`config.mk`:
```
export PLATFORM = sky130hd
export DESIGN_NAME = ddrinit_seq
export DESIGN_NICKNAME = d
export VERILOG_FILES = /design/src/rtl/ddrinit_pkg.sv /design/src/rtl/ddrinit_timer.sv /design/src/rtl/ddrinit_fsm.sv /design/src/rtl/ddrinit_outreg.sv /design/src/rtl/ddrinit_seq.sv
export SDC_FILE = /design/constraint.sdc
export NUM_CORES = 1
export LEC_CHECK = 0
export BUFFER_PORTS_ARGS = -buffer_cell sky130_fd_sc_hd__buf_2
export CORE_MARGIN = 2
export CORE_UTILIZATION = 35
export DETAILED_ROUTE_END_ITERATION = 7
export MAX_ROUTING_LAYER = met4
export REMOVE_ABC_BUFFERS = 1
export SLEW_MARGIN = 30
export SYNTH_ARGS = -nofsm -noshare
export SYNTH_HDL_FRONTEND = slang
export SYNTH_SLANG_ARGS = --single-unit
export TNS_END_PERCENT = 50
```
`constraint.sdc`:
```
create_clock -name clk -period 3.4 [get_ports clk]
set_input_delay 0.85 -clock clk [delete_from_list [all_inputs] [get_ports clk]]
set_output_delay 0.85 -clock clk [all_outputs]
set_load 0.02 [all_outputs]
```
`src/rtl/ddrinit_pkg.sv`:
```
package ddrinit_pkg;

  localparam logic [15:0] CMD_PRECHARGE_ALL  = 16'h8000;
  localparam logic [15:0] CMD_EXT_MODE_DLLON = 16'h2000;
  localparam logic [15:0] CMD_MODE_DLLRESET  = 16'h0121;
  localparam logic [15:0] CMD_MODE_RUN       = 16'h0021;

  localparam int unsigned NUM_STEPS = 5;
  localparam int unsigned IDX_W     = 3;
  localparam int unsigned MIN_WAIT  = 2;

  typedef enum logic [1:0] {
    WSEL_GAP     = 2'd0,
    WSEL_REFRESH = 2'd1,
    WSEL_SETTLE  = 2'd2
  } wait_sel_e;

  typedef enum logic {
    ST_RUN   = 1'b0,
    ST_READY = 1'b1
  } seq_state_e;

  typedef struct packed {
    logic [15:0] word;
    logic        arm_refresh;
    wait_sel_e   wait_sel;
  } step_t;

  // Converts a delay in ns into whole clock cycles, rounded up, with a floor
  function automatic int unsigned ns_to_cycles(input int unsigned ns,
                                               input int unsigned period_ps);
    longint unsigned prod;
    longint unsigned cyc;
    prod = longint'(ns) * 64'd1000;
    cyc  = (prod + longint'(period_ps) - 64'd1) / longint'(period_ps);
    if (cyc < longint'(MIN_WAIT)) cyc = longint'(MIN_WAIT);
    return int'(cyc);
  endfunction

  function automatic int unsigned max2(input int unsigned a, input int unsigned b);
    return (a > b) ? a : b;
  endfunction

  // Step table: word, refresh arming, and which wait follows the strobe
  function automatic step_t step_lookup(input logic [IDX_W-1:0] idx);
    step_t s;
    s = '{word: 16'h0000, arm_refresh: 1'b0, wait_sel: WSEL_SETTLE};
    case (idx)
      3'd0: s = '{word: CMD_PRECHARGE_ALL,  arm_refresh: 1'b0, wait_sel: WSEL_GAP};
      3'd1: s = '{word: CMD_EXT_MODE_DLLON, arm_refresh: 1'b0, wait_sel: WSEL_GAP};
      3'd2: s = '{word: CMD_MODE_DLLRESET,  arm_refresh: 1'b0, wait_sel: WSEL_GAP};
      3'd3: s = '{word: CMD_PRECHARGE_ALL,  arm_refresh: 1'b1, wait_sel: WSEL_REFRESH};
      3'd4: s = '{word: CMD_MODE_RUN,       arm_refresh: 1'b0, wait_sel: WSEL_SETTLE};
      default: s = '{word: 16'h0000, arm_refresh: 1'b0, wait_sel: WSEL_SETTLE};
    endcase
    return s;
  endfunction

endpackage

```
`src/rtl/ddrinit_timer.sv`:
```
module ddrinit_timer #(
  parameter int unsigned CNT_W     = 16,
  parameter int unsigned RESET_VAL = 1
) (
  input  logic             clk,
  input  logic             rst_n,
  input  logic             run,
  input  logic             load,
  input  logic [CNT_W-1:0] load_val,
  output logic             expired
);

  localparam logic [CNT_W-1:0] RST_CNT = CNT_W'(RESET_VAL);

  logic [CNT_W-1:0] cnt_q;

  always_ff @(posedge clk or negedge rst_n) begin
    if (!rst_n) begin
      cnt_q <= RST_CNT;
    end else if (load) begin
      cnt_q <= load_val;
    end else if (run && (cnt_q != '0)) begin
      cnt_q <= cnt_q - 1'b1;
    end
  end

  assign expired = (cnt_q == '0);

endmodule

```
`src/rtl/ddrinit_fsm.sv`:
```
module ddrinit_fsm
  import ddrinit_pkg::*;
#(
  parameter int unsigned CNT_W   = 16,
  parameter int unsigned GAP_CYC = 2,
  parameter int unsigned REF_CYC = 2,
  parameter int unsigned SET_CYC = 2
) (
  input  logic             clk,
  input  logic             rst_n,
  input  logic             expired,
  output logic             run,
  output logic             issue_evt,
  output logic             finish_evt,
  output logic [CNT_W-1:0] reload_val,
  output step_t            cur_step,
  output logic [IDX_W-1:0] step_idx
);

  localparam logic [IDX_W-1:0] LAST_IDX = IDX_W'(NUM_STEPS);
  localparam logic [CNT_W-1:0] GAP_LD   = CNT_W'(GAP_CYC - 1);
  localparam logic [CNT_W-1:0] REF_LD   = CNT_W'(REF_CYC - 1);
  localparam logic [CNT_W-1:0] SET_LD   = CNT_W'(SET_CYC - 1);

  seq_state_e       state_q;
  logic [IDX_W-1:0] idx_q;

  assign run        = (state_q == ST_RUN);
  assign cur_step   = step_lookup(idx_q);
  assign issue_evt  = run && expired && (idx_q != LAST_IDX);
  assign finish_evt = run && expired && (idx_q == LAST_IDX);
  assign step_idx   = idx_q;

  always_comb begin
    case (cur_step.wait_sel)
      WSEL_GAP:     reload_val = GAP_LD;
      WSEL_REFRESH: reload_val = REF_LD;
      default:      reload_val = SET_LD;
    endcase
  end

  always_ff @(posedge clk or negedge rst_n) begin
    if (!rst_n) begin
      state_q <= ST_RUN;
      idx_q   <= '0;
    end else if (issue_evt) begin
      idx_q <= idx_q + 1'b1;
    end else if (finish_evt) begin
      state_q <= ST_READY;
    end
  end

endmodule

```
`src/rtl/ddrinit_outreg.sv`:
```
module ddrinit_outreg
  import ddrinit_pkg::*;
(
  input  logic        clk,
  input  logic        rst_n,
  input  logic        issue_evt,
  input  logic        finish_evt,
  input  step_t       cur_step,
  output logic [15:0] cmd_word,
  output logic        cmd_wr,
  output logic        refresh_on,
  output logic        init_done
);

  always_ff @(posedge clk or negedge rst_n) begin
    if (!rst_n) begin
      cmd_word   <= 16'h0000;
      cmd_wr     <= 1'b0;
      refresh_on <= 1'b0;
      init_done  <= 1'b0;
    end else begin
      cmd_wr     <= issue_evt;
      cmd_word   <= issue_evt ? cur_step.word : 16'h0000;
      refresh_on <= refresh_on | (issue_evt & cur_step.arm_refresh);
      init_done  <= init_done | finish_evt;
    end
  end

endmodule

```
`src/rtl/ddrinit_seq.sv`:
```
module ddrinit_seq
  import ddrinit_pkg::*;
#(
  parameter int unsigned CLK_PERIOD_PS = 5000,
  parameter int unsigned POWERUP_NS    = 201000,
  parameter int unsigned GAP_NS        = 1000,
  parameter int unsigned REFRESH_NS    = 30000,
  parameter int unsigned SETTLE_NS     = 2000
) (
  input  logic        clk,
  input  logic        rst_n,
  output logic [15:0] cmd_word,
  output logic        cmd_wr,
  output logic        refresh_on,
  output logic        init_done
);

  localparam int unsigned PWR_CYC = ns_to_cycles(POWERUP_NS, CLK_PERIOD_PS);
  localparam int unsigned GAP_CYC = ns_to_cycles(GAP_NS, CLK_PERIOD_PS);
  localparam int unsigned REF_CYC = ns_to_cycles(REFRESH_NS, CLK_PERIOD_PS);
  localparam int unsigned SET_CYC = ns_to_cycles(SETTLE_NS, CLK_PERIOD_PS);
  localparam int unsigned MAX_CYC = max2(max2(PWR_CYC, GAP_CYC), max2(REF_CYC, SET_CYC));
  localparam int unsigned CNT_W   = $clog2(MAX_CYC + 1);

  logic             run;
  logic             expired;
  logic             issue_evt;
  logic             finish_evt;
  logic [CNT_W-1:0] reload_val;
  step_t            cur_step;
  logic [IDX_W-1:0] step_idx;

  ddrinit_timer #(
    .CNT_W    (CNT_W),
    .RESET_VAL(PWR_CYC - 1)
  ) u_timer (
    .clk     (clk),
    .rst_n   (rst_n),
    .run     (run),
    .load    (issue_evt),
    .load_val(reload_val),
    .expired (expired)
  );

  ddrinit_fsm #(
    .CNT_W  (CNT_W),
    .GAP_CYC(GAP_CYC),
    .REF_CYC(REF_CYC),
    .SET_CYC(SET_CYC)
  ) u_fsm (
    .clk       (clk),
    .rst_n     (rst_n),
    .expired   (expired),
    .run       (run),
    .issue_evt (issue_evt),
    .finish_evt(finish_evt),
    .reload_val(reload_val),
    .cur_step  (cur_step),
    .step_idx  (step_idx)
  );

  ddrinit_outreg u_out (
    .clk       (clk),
    .rst_n     (rst_n),
    .issue_evt (issue_evt),
    .finish_evt(finish_evt),
    .cur_step  (cur_step),
    .cmd_word  (cmd_word),
    .cmd_wr    (cmd_wr),
    .refresh_on(refresh_on),
    .init_done (init_done)
  );

endmodule

```
==> summary.txt <==
Status - finished clean
Logic gate share of total power - 3.3%
Crit path capture type - register
Global-route wire length before repair - 5292 um
Clock root cell - clkbuf_8
Hold_sp - u_out.init_done
Initial drt markers - 77
Synth Area per Inst - 9.947 um2
Fillers - 422
Setup TNS - 0 ns
Hold-fix buffers, CTS - 0
Vias in the first global route - 1153
Chip height - 71.65 um
Ys async rst share - 100.0%
Sw power - 113.3 uW
Crit path max fanout - 8
Fraction of layout cells with a size suffix above 1 - 17.65%
Worst vdd ir - 0.1432 mV
Number of flops mapped to enable cells by yosys - 0
ANT nets after route - 0
Sequential Power Share - 61.9%
Fin worst setup slack - 1.148 ns
Hold Fails Final Rpt - 0
DRT Wirelength - 3134 um
DR pass1 iterations - 4
TritonCTS Buffers - 3
Total core area - 4384 um2
Total Power - 519.0 uW
Pint - 405.7 uW
Ys flop type - dfrtp_1
#FFs+latches synth - 27
Count of final setup violators - 0
Register-to-register setup slack - 1.15 ns
Resized Gates After CTS - 0
HPWL after DPL - 2363 um
Hold Path Sink - u_out.init_done
Placed Area - 1652 um2
Cell count after synthesis - 161
Total congestion overflow - 0
Clock latency on the worst-skew pair - 0.27 ns
Critical path class - reg -> reg
YS warnings - 0
RSZ-0062 raised after global routing - false
Pins over their slew limit - 0
Max Buffers Root-to-Sink - 2
Layout Cell Area excl Fill - 1697 um2
WL per Instance - 14.12 um
Setup crit start kind - register
Number of diodes - 0
Distinct cells, synth - 46
Setup WS pre-CTS - 1.185 ns
FP Rows - 24
Die area - 5133 um2
Fin nets - 180
Final hold slack - 0.4721 ns
F_max - 444.0 MHz
Hold Path Depth - 1
DR vias/cell - 5.401
Post-CTS Repair Setup Buffers - 0
Lkg Pwr - 0.0007406 uW
Sw frac - 21.83%
Clock share of power - 34.8%
Worst Path Required - 3.61 ns
Max-cap violation count - 0
Initial antenna violation count - 0
Worst R2R Start - u_timer.cnt_q[0]
Final Wtd Congestion - 0.8770
Netlist Area Pre-Place - 1602 um2
Worst R2R End - u_timer.cnt_q[15]
Power Density - 305.9 nW/um2
Post-route DRC violation count - 0
CTS tree - yes
Pin count of the biggest net entering global routing - 28
Post-route clock skew - 0.006304 ns
R2R depth - 7
Die Width - 71.65 um
Total track usage - 13.55%
Max-slew headroom - 57.10%
Sequential area share after synthesis - 42.81%
Worst min path class - reg -> reg
Via count - 1199
I/O Pins - 21
CTS sink cnt - 27
Critical path arrival - 2.46 ns
Port bufs - 9
P&R area growth vs syn - 5.938%
CTS HTree Levels - 1
Final worst path period share - 66.24%
Fin crit period - 2.252 ns
Worst-Margin Slew - 0.6435 ns
Starting Density - 36.53%
Reg clk slew, reported paths - 0.09 ns
[final cells by class]
cell class	instances	area (um2)	area share, %
inverter	7	26.28	1.549
multi-input combinational	123	829.5	48.89
timing repair buffer	9	45.04	2.655
tap	52	65.06	3.835
clock buffer	4	45.04	2.655
sequential	27	685.7	40.41
[metrics by stage]
step / util, % / cells
6_report: 38.70 / 222
5_1_grt: 38.70 / 222
4_1_cts: 38.70 / 222
3_5_place_dp: 37.67 / 218
3_3_place_gp: 37.67 / 218
2_1_floorplan: - / 157
[flip-flops by register name, indices dropped and copies added (netlist names)]
register / count
u_timer.cnt_q: 16
u_out.cmd_word: 4
u_fsm.step_idx: 3
u_fsm.state_q: 1
u_out.cmd_wr: 1
u_out.init_done: 1
u_out.refresh_on: 1
[cell usage after synthesis, types with 5 or more instances]
cell     count  area, um2
dfrtp_1     19      475.5
nor2_1      11      41.29
nor4_1       5      31.28
inv_1        7      26.28
nand2_1     14      52.55
dfstp_2      8      210.2
nor3_1       9      45.04
o21ai_0      7      35.03
ha_1         7      87.58
a21oi_1      7      35.03
buf_4       12      90.09
[per-layer routing]
layer  global-route usage (%)  up-vias  wire length, um  share of wire [%]
li1                         -      577                -                  -
met1                    17.57      581             1498                 48
met2                    20.27       36             1437                 46
met3                    2.813        5              144                4.6
met4                    6.289        0               54                1.7
met5                        -        -                0                  0
[worst max path at each step]
stage | from | to | slack (ns) | cells past startpoint
6_report | u_timer.cnt_q[0] | u_timer.cnt_q[15] | 1.15 | 7
4_1_cts | u_timer.cnt_q[0] | u_timer.cnt_q[15] | 1.15 | 7
2_1_floorplan | u_timer.cnt_q[0] | u_timer.cnt_q[15] | 1.47 | 7
3_3_place_gp | u_timer.cnt_q[0] | u_timer.cnt_q[15] | 1.29 | 7
3_5_place_dp | u_timer.cnt_q[0] | u_timer.cnt_q[15] | 1.19 | 7
5_1_grt | u_timer.cnt_q[0] | u_timer.cnt_q[15] | 0.96 | 7
[placed cells by master (no fill, tap or decap), types with 4 or more instances in the layout]
| master | instances |
|---|---|
| or3_1 | 4 |
| nand2_1 | 14 |
| conb_1 | 11 |
| inv_1 | 7 |
| nor2_1 | 11 |
| dfstp_2 | 8 |
| o21ai_0 | 7 |
| ha_1 | 7 |
| dfrtp_1 | 19 |
| buf_2 | 9 |
| nor3_1 | 9 |
| a21oi_1 | 7 |
| nor4_1 | 5 |
| xnor2_1 | 4 |
[power by group through the flow]
stage	combinational, uW	sequential [uW]	clock (uW)
after floorplan	10.5	327	0
after global placement	17.1	327	0
after detailed placement	17.3	327	0
after CTS	17.4	321	190
after global routing	19.5	321	201
final	17.1	321	181
[worst max-delay path: stages (launching register included)]
cell and delay [ns]:
dfstp_2 0.59, inv_1 0.07, ha_1 0.19, nor2b_1 0.17, and4_1 0.26, a21oi_1 0.52, nand3_1 0.19, xnor2_1 0.19
[logic make-up after synthesis]
family | count (synthesis) | share of synthesized area (%)
other | 1 | 0.2342
DFF | 27 | 42.81
AOI/OAI and AO/OA | 35 | 16.33
adders and majority gates | 7 | 5.469
xor gates and xnor gates | 7 | 3.828
and+or+nand+nor | 63 | 23.59
buffers and inverters | 21 | 7.735
Note: power is estimated with default switching activity, not from simulation.
